===== src/rtl/savewin_pkg.sv =====
package savewin_pkg;
  typedef enum logic [2:0] {
    ACC_NONE,
    ACC_SAVE_RD,
    ACC_SAVE_WR,
    ACC_SAVE_DROP,
    ACC_CTRL_WR
  } acc_kind_e;

  localparam logic [23:0] DEF_WIN_BASE  = 24'h200000;
  localparam logic [23:0] DEF_CTRL_ADDR = 24'hA130F1;
endpackage


===== src/rtl/savewin_decode.sv =====
module savewin_decode
  import savewin_pkg::*;
#(
  parameter int unsigned   ADDR_W    = 23,
  parameter int unsigned   RAM_DEPTH = 4096,
  parameter int unsigned   RAM_AW    = 12,
  parameter logic [ADDR_W:0] WIN_BASE  = DEF_WIN_BASE,
  parameter logic [ADDR_W:0] CTRL_ADDR = DEF_CTRL_ADDR
) (
  input  logic              valid,
  input  logic              we,
  input  logic              uds,
  input  logic              lds,
  input  logic [ADDR_W-1:0] waddr,
  input  logic              win_en,
  output acc_kind_e         kind,
  output logic [RAM_AW-1:0] ram_idx
);
  localparam logic [ADDR_W-1:0] WB_W   = WIN_BASE[ADDR_W:1];
  localparam logic [ADDR_W:0]   WEND_W = {1'b0, WB_W} + (ADDR_W+1)'(RAM_DEPTH);
  localparam logic [ADDR_W-1:0] CTRL_W = CTRL_ADDR[ADDR_W:1];

  logic in_win;
  logic any_lane;

  assign in_win   = ({1'b0, waddr} >= {1'b0, WB_W}) && ({1'b0, waddr} < WEND_W);
  assign any_lane = uds | lds;
  assign ram_idx  = RAM_AW'(waddr - WB_W);

  always_comb begin
    kind = ACC_NONE;
    if (valid) begin
      if (we && lds && (waddr == CTRL_W)) begin
        kind = ACC_CTRL_WR;
      end else if (in_win && win_en && any_lane) begin
        if (!we)       kind = ACC_SAVE_RD;
        else if (lds)  kind = ACC_SAVE_WR;
        else           kind = ACC_SAVE_DROP;
      end
    end
  end
endmodule


===== src/rtl/savewin_ctrl.sv =====
module savewin_ctrl
  import savewin_pkg::*;
(
  input  logic      clk,
  input  logic      rst_n,
  input  acc_kind_e kind,
  input  logic      sel_bit,
  output logic      win_en
);
  logic en_q;
  logic en_d;
  logic en_ce;

  assign en_ce = (kind == ACC_CTRL_WR);

  always_comb begin
    en_d = en_q;
    if (en_ce) en_d = sel_bit;
  end

  always_ff @(posedge clk or negedge rst_n) begin
    if (!rst_n) en_q <= 1'b1;
    else if (en_ce) en_q <= en_d;
  end

  assign win_en = en_q;

  assert_ctrl_load_R5: assert property (@(posedge clk) disable iff (!rst_n)
    (kind == ACC_CTRL_WR) |=> (win_en == $past(sel_bit)));
endmodule


===== src/rtl/savewin_track.sv =====
module savewin_track #(
  parameter int unsigned TW = 24
) (
  input  logic          clk,
  input  logic          rst_n,
  input  logic          upd,
  input  logic [TW-1:0] upd_addr,
  input  logic          clr,
  output logic [TW-1:0] lo,
  output logic [TW-1:0] hi,
  output logic          dirty
);
  logic [TW-1:0] lo_q, hi_q, lo_d, hi_d;
  logic [TW-1:0] lo_base, hi_base;
  logic          dirty_q, dirty_d, dirty_base;
  logic          ce;

  assign ce = upd | clr;

  always_comb begin
    lo_base    = clr ? '1 : lo_q;
    hi_base    = clr ? '0 : hi_q;
    dirty_base = clr ? 1'b0 : dirty_q;
    lo_d    = lo_base;
    hi_d    = hi_base;
    dirty_d = dirty_base;
    if (upd) begin
      if (upd_addr < lo_base) lo_d = upd_addr;
      if (upd_addr > hi_base) hi_d = upd_addr;
      dirty_d = 1'b1;
    end
  end

  always_ff @(posedge clk or negedge rst_n) begin
    if (!rst_n) begin
      lo_q    <= '1;
      hi_q    <= '0;
      dirty_q <= 1'b0;
    end else if (ce) begin
      lo_q    <= lo_d;
      hi_q    <= hi_d;
      dirty_q <= dirty_d;
    end
  end

  assign lo    = lo_q;
  assign hi    = hi_q;
  assign dirty = dirty_q;

  assert_dirty_set_R8: assert property (@(posedge clk) disable iff (!rst_n)
    upd |=> dirty);
  assert_range_order_R8: assert property (@(posedge clk) disable iff (!rst_n)
    dirty |-> (lo <= hi));
  assert_clear_only_R9: assert property (@(posedge clk) disable iff (!rst_n)
    (clr && !upd) |=> (!dirty && (lo == '1) && (hi == '0)));
  assert_clear_write_R10: assert property (@(posedge clk) disable iff (!rst_n)
    (clr && upd) |=> (dirty && (lo == $past(upd_addr)) && (hi == $past(upd_addr))));
endmodule


===== src/rtl/save_ram_window.sv =====
module save_ram_window
  import savewin_pkg::*;
#(
  parameter int unsigned ADDR_W    = 23,
  parameter int unsigned RAM_DEPTH = 4096,
  parameter logic [ADDR_W:0] WIN_BASE  = DEF_WIN_BASE,
  parameter logic [ADDR_W:0] CTRL_ADDR = DEF_CTRL_ADDR,
  localparam int unsigned RAM_AW = $clog2(RAM_DEPTH),
  localparam int unsigned TW     = ADDR_W + 1
) (
  input  logic              clk,
  input  logic              rst_n,
  input  logic              con_valid,
  input  logic              con_we,
  input  logic              con_uds,
  input  logic              con_lds,
  input  logic [ADDR_W-1:0] con_waddr,
  input  logic [7:0]        con_wdata,
  output logic              con_claim,
  output logic [15:0]       con_rdata,
  output logic [RAM_AW-1:0] ram_addr,
  output logic              ram_we,
  output logic [7:0]        ram_wdata,
  input  logic [7:0]        ram_rdata,
  input  logic              st_clear,
  output logic              st_enabled,
  output logic [TW-1:0]     st_lo,
  output logic [TW-1:0]     st_hi,
  output logic              st_dirty
);
  acc_kind_e         kind;
  logic              win_en;
  logic [RAM_AW-1:0] idx;
  logic              save_wr;

  savewin_decode #(
    .ADDR_W(ADDR_W), .RAM_DEPTH(RAM_DEPTH), .RAM_AW(RAM_AW),
    .WIN_BASE(WIN_BASE), .CTRL_ADDR(CTRL_ADDR)
  ) u_decode (
    .valid(con_valid), .we(con_we), .uds(con_uds), .lds(con_lds),
    .waddr(con_waddr), .win_en(win_en), .kind(kind), .ram_idx(idx)
  );

  savewin_ctrl u_ctrl (
    .clk(clk), .rst_n(rst_n), .kind(kind), .sel_bit(con_wdata[0]), .win_en(win_en)
  );

  assign save_wr = (kind == ACC_SAVE_WR);

  savewin_track #(.TW(TW)) u_track (
    .clk(clk), .rst_n(rst_n), .upd(save_wr), .upd_addr({con_waddr, 1'b1}),
    .clr(st_clear), .lo(st_lo), .hi(st_hi), .dirty(st_dirty)
  );

  always_comb begin
    con_claim = (kind == ACC_SAVE_RD) || (kind == ACC_SAVE_WR) || (kind == ACC_SAVE_DROP);
    con_rdata = (kind == ACC_SAVE_RD) ? {8'hFF, ram_rdata} : 16'h0000;
  end

  assign ram_addr   = idx;
  assign ram_we     = save_wr;
  assign ram_wdata  = con_wdata;
  assign st_enabled = win_en;

  assert_disabled_no_we_R6: assert property (@(posedge clk) disable iff (!rst_n)
    !st_enabled |-> !ram_we);
  assert_read_no_we_R4: assert property (@(posedge clk) disable iff (!rst_n)
    (con_valid && !con_we) |-> !ram_we);
  assert_we_odd_lane_R3: assert property (@(posedge clk) disable iff (!rst_n)
    ram_we |-> (con_lds && con_we && con_claim));
endmodule


===== config.mk =====
export PLATFORM = sky130hd
export DESIGN_NAME = save_ram_window
export DESIGN_NICKNAME = d
export VERILOG_FILES = /design/src/rtl/savewin_pkg.sv /design/src/rtl/savewin_decode.sv /design/src/rtl/savewin_ctrl.sv /design/src/rtl/savewin_track.sv /design/src/rtl/save_ram_window.sv
export SDC_FILE = /design/constraint.sdc
export NUM_CORES = 1
export LEC_CHECK = 0
export BUFFER_PORTS_ARGS = -buffer_cell sky130_fd_sc_hd__buf_4
export CORE_UTILIZATION = 53
export CTS_CLUSTER_SIZE = 12
export DETAILED_ROUTE_END_ITERATION = 8
export PLACE_DENSITY_LB_ADDON = 0.15
export SETUP_SLACK_MARGIN = 0.15
export SYNTH_ARGS = -nofsm -noshare
export SYNTH_HDL_FRONTEND = slang
export SYNTH_SLANG_ARGS = --single-unit

===== constraint.sdc =====
create_clock -name clk -period 4.2 [get_ports clk]
set_input_delay 0 -clock clk [delete_from_list [all_inputs] [get_ports clk]]
set_output_delay 0 -clock clk [all_outputs]
set_load 0.1 [all_outputs]

After elaboration in Yosys (flattened, before gate mapping)
Cells that the tools add are included.
Storage, ports and cells
  register bits: 50
  input bits: 46
  word-level logic and storage cells: 39
Cells by class
  $add $sub $neg: 1
  $lt $le $gt $ge: 4
  equality and inequality tests: 5
  muxes and demuxes: 14
  bitwise gates (word level): 2
  reductions and logical operators: 9
Operators by type and width (count)
  two-way mux 24 bit: 6
  > comparator 24 bit: 1
  < comparator 24 bit: 1
  equality test 23 bit, second input constant: 1
  greater-or-equal comparator 23 x 21 -> 1 bit, second input constant: 1
  < comparator 23 x 21 -> 1 bit, second input constant: 1
  two-way mux 16 bit: 1
  two-way mux 3 bit: 4
  subtractor 12 x 1 -> 12 bit, second input constant: 1
  equality test 3 x 2 -> 1 bit, second input constant: 2
  logical AND 1 bit: 5
  equality test 3 x 1 -> 1 bit, second input constant: 1
  equality test 3 bit, second input constant: 1
  two-way mux 1 bit: 3
  logical OR 1 bit: 2
  OR 1 bit: 2
  AND reduction 2 bit: 1
  nonzero test 2 bit: 1

Longest topological paths before layout
  depth after elaboration: 10
  mapped depth: 11
  depth with buffers taken out: 8

Hierarchy
A second synthesis with hierarchy kept.
Unflattened totals
  cell total of the unflattened synthesis: 361
  area, all modules: 3666.0 um^2
Modules (own cells, without submodules)
  savewin_track: times used 1, cells each 299, area each 3164.3 um^2, seq. area each 1256.2 um^2
  save_ram_window: times used 1, cells each 30, area each 251.5 um^2, seq. area each 0.0 um^2
  savewin_decode: times used 1, cells each 29, area each 196.4 um^2, seq. area each 0.0 um^2
  savewin_ctrl: times used 1, cells each 3, area each 53.8 um^2, seq. area each 26.3 um^2

Worst setup path after synthesis
Ideal clock, no wire load.
  kind: reg-to-output
  from: register u_ctrl.en_q (netlist: u_ctrl.win_en)
  to: output con_rdata[0]
  data arrival time: 4025 ps
  data required time: 4200 ps
  setup slack: 175 ps
  cell stages (with the launch flop): 6
  cell sequence: dfstp_2 > nor4b_1 > o21ai_0 > nand2b_1 > nor2_1 > and2_1
On the way
  cells in the longest elaborated chain, start to end: 7
RTL lines
  start: declaration: RTL line savewin_ctrl.sv:10  | logic en_q;
  start signal: assignment: RTL line savewin_ctrl.sv:23  | else if (en_ce) en_q <= en_d;
  logical AND 1 bit (2 in a row): RTL line savewin_decode.sv:35  | end else if (in_win && win_en && any_lane) begin
  two-way mux 3 bit: RTL line savewin_decode.sv:35
  two-way mux 3 bit: RTL line savewin_decode.sv:33  | if (we && lds && (waddr == CTRL_W)) begin
  two-way mux 3 bit: RTL line savewin_decode.sv:32  | if (valid) begin
  equality test 3 x 1 -> 1 bit: RTL line save_ram_window.sv:57  | con_rdata = (kind == ACC_SAVE_RD) ? {8'hFF, ram_rdata} : 16'h0000;
  two-way mux 16 bit: RTL line save_ram_window.sv:57
  end: declaration: RTL line save_ram_window.sv:20  | output logic [15:0] con_rdata,
Every way passes these cells.

Worst setup path in the final report
  from: register u_track.lo_q[13] (netlist: u_track.lo[13])
  to: register u_track.lo_q[9] (netlist: u_track.lo[9])
On the way
  cells in the longest elaborated chain, start to end: 4
RTL lines
  start: declaration: RTL line savewin_track.sv:13  | logic [TW-1:0] lo_q, hi_q, lo_d, hi_d;
  start signal: assignment: RTL line savewin_track.sv:40  | lo_q <= lo_d;
  two-way mux 24 bit: RTL line savewin_track.sv:21  | lo_base = clr ? '1 : lo_q;
  < comparator 24 bit: RTL line savewin_track.sv:28  | if (upd_addr < lo_base) lo_d = upd_addr;
  two-way mux 24 bit: RTL line savewin_track.sv:28
  two-way mux 24 bit: RTL line savewin_track.sv:27  | if (upd) begin
Every way passes these cells.
A chain may end at the register's enable or synchronous reset.

==> flow_metrics.tcl <==
set metrics [dict create \
    status "completed" \
    die-height_um 81.1 \
    cts_max_level 2 \
    rr_endpoint "u_track.lo[9]$_DFFE_PN1P_" \
    vias_per_cell 5.48 \
    postSynthCellCount 333 \
    synth_edf_count 0 \
    clkTransAtPathRegs_ns 0.09 \
    grt_pass1_vias 2698 \
    r2r_slack_ns 1.10 \
    cts_tree "done" \
    io_pins 134 \
    rsz0062_at_grt "false" \
    cp_top_family "compound AO/OA/AOI/OAI gates" \
    fin_ws_ns 1.10 \
    min_path_type "input port to output port" \
    end_kind "flip-flop" \
    min_to "ram_wdata[5]" \
    synth_simple_gate_area_share 0.193 \
    crit_chain "nor2_1 > ha_1 > a41o_1 > a21oi_1 > nor3_1 > or4_1 > a311oi_4 > buf_4 > mux2i_1" \
    crit_type "flip-flop to flip-flop" \
    synthMuxAreaShare 0.0765 \
    slew_headroom 0.460 \
    wire_per_inst_um 16.4 \
    hold_violations 0 \
    gp_congestion 0.814 \
    grt_pass1_wl_um 13400 \
    grt_max_degree 51 \
    ant_nets 0 \
    syn_nets 424 \
    drtIter0Drc 175 \
    min_path_cells 0 \
    synth_largest_area_cell "dfstp_2" \
    synth_seq_cells 50 \
    cpPeakStageDelay_ns 0.67 \
    final_layout_size_suffix_gt1_frac 0.360 \
    initial_core_util 0.554 \
    slew_violations 0 \
    io_buffers 119 \
    diodes 0 \
    finalPower_w 0.00100 \
    root_buffer "clkbuf_8" \
    synth_top_cell_area_share 0.198 \
    p_leak_nw 2.17 \
    insertion_delay_ns 0.31 \
    cap_violations 0 \
    reg2reg_depth 9 \
    synthArstFlopShare 1.00 \
    fin_skew_ns 0.0129 \
    cts_made_buffers 5 \
    tightest_slew_ns 0.808 \
    peakVddDrop_mv 0.176 \
    worstReg2RegStart "u_track.lo[13]$_DFFE_PN1P_" \
    whs_ns 0.0000439 \
    cp-start-kind "flip-flop" \
    yosys_warnings 0 \
    cp_slowest_cell "a311oi_4" \
    setup_tns_ns 0 \
    syn_area_mm2 0.00332 \
    wl_um 8420 \
    worst-path-stages 9 \
    power_density_mw_per_mm2 232 \
    fin_nets 529 \
    synth_top_family_by_area "simple AND/OR/NAND/NOR gates" \
    fp.dieW_um 81.1 \
    min_from "con_wdata[5]" \
    cts_sinks 50 \
    area_growth_pct 29.8 \
    cts_buffer_depth 2 \
    cts_resized 0 \
    yosys-top-cells-area "dfstp_2 20%, dfrtp_1 19%, ha_1 17%" \
    core-area_mm2 0.00599 \
    route.detailed.drc 0 \
    critPathRequiredTime_ns 4.43 \
    ys_seq_area_frac 0.386 \
    cts-hold-fix-buffers 13 \
    stdcell_count 514 \
    place.detailed.hpwl_um 6280 \
    min_period_over_period 0.738 \
    antenna_found_initial 0 \
    period_needed_ns 3.10 \
    gr-total-overflow 0 \
    firstDrtPassIters 4 \
    synth_cell_types 42 \
    place_inst 493 \
    postSynthAreaPerCell_um2 9.97 \
    synthXorXnorAreaFrac 0 \
    setup_viol 0 \
    cp.arrival_ns 3.33 \
    ys.flop_type "dfstp_2" \
    worstPathMaxFanout 15 \
    rows 28 \
    crit_buf_inv 1 \
    synth_compound_area_frac 0.0841 \
    max_freq_ghz 0.323 \
    postCtsSetupRepairBufs 0 \
    track_usage 0.270 \
    synth_fa_ha_area_frac 0.170 \
    vias 2817 \
    die_area_mm2 0.00658 \
    place_ws_ns 1.14 \
]
==> power by group <==
| part | switching (W) | internal, W | total (W) |
|---|---|---|---|
| registers | 0.00000000000974 | 0.000482 | 0.000482 |
| clock network | 0.000163 | 0.000179 | 0.000342 |
| logic | 0.000114 | 0.0000629 | 0.000177 |
| total | 0.000277 | 0.000724 | 0.00100 |
==> synthesized netlist by cell type, drive strengths merged (5+ instances only) <==
cell type	number
ha	45
nand3	6
a211oi	5
dfrtp	25
a21oi	15
and2	8
clkbuf	5
nand2b	25
nand2	6
o21ai	9
inv	15
dfstp	25
mux2i	22
nor2	48
buf	30
nand4	12
==> placed cells by master (no fill, tap or decap), types with 2 or more instances in the layout <==
cell type	count
buf_4	120
nor2_1	48
ha_1	45
nand2b_1	25
dfstp_2	25
dfrtp_1	25
mux2i_1	22
inv_1	15
a21oi_1	15
dlygate4sd3_1	13
nand4_1	12
o21ai_0	9
and2_1	8
nand3_1	6
nand2_1	6
clkbuf_8	5
a211oi_1	4
nor3_1	4
nor4_1	3
nand3b_1	2
a21o_1	2
a211o_1	2
mux2_2	2
clkbuf_1	2
==> registers in the layout, summed over array words and instances, names as in the netlist <==
name and count:
u_track.hi 24, u_track.lo 24, u_ctrl.win_en 1, u_track.dirty 1
==> kinds of logic (layout without fill, tap and decap cells) <==
family | Yosys count | count (layout)
AOI/OAI and AO/OA | 41 | 41
muxes | 25 | 25
DFF | 50 | 50
and+or+nand+nor | 122 | 122
buffers and inverters | 50 | 156
adders and majority gates | 45 | 45
==> through the flow <==
stage	instance area (µm²)	utilization
floorplan	3320	-
CTS	4310	0.719
finish	4310	0.719
detailed placement	4070	0.680
global route	4310	0.719
global placement	4070	0.680
==> final cells by class <==
type | count | area, µm²
clock buffer | 7 | 76.3
fill | 483 | 1680
inverter | 15 | 56.3
tap | 75 | 93.8
clock inverter | 1 | 30.0
multi-input combinational | 233 | 1740
timing repair buffer | 133 | 1030
sequential | 50 | 1280
==> layer usage <==
layer  vias to the layer above  share of wire  global-route usage
met2                        95           0.50               0.460
met1                      1355           0.43               0.352
met5                         -              0                   0
li1                       1351              -                   -
met4                         0          0.015              0.0857
met3                        16          0.059              0.0404
==> worst max-delay path by stage <==
| stage | to | slack [ns] | start |
|---|---|---|---|
| final | u_track.lo[9]$_DFFE_PN1P_ | 1.10 | u_track.lo[13]$_DFFE_PN1P_ |
| after global routing | u_track.lo[9]$_DFFE_PN1P_ | 0.94 | u_track.lo[15]$_DFFE_PN1P_ |
| after CTS | u_track.lo[9]$_DFFE_PN1P_ | 1.11 | u_track.lo[15]$_DFFE_PN1P_ |
| after detailed placement | u_track.lo[11]$_DFFE_PN1P_ | 1.14 | u_track.lo[15]$_DFFE_PN1P_ |
| after global placement | u_track.lo[10]$_DFFE_PN1P_ | 1.20 | u_track.lo[15]$_DFFE_PN1P_ |
| after floorplan | con_rdata[0] | 0.17 | u_ctrl.win_en$_DFFE_PN1N_ |
Note: power is estimated with default switching activity, not from simulation.
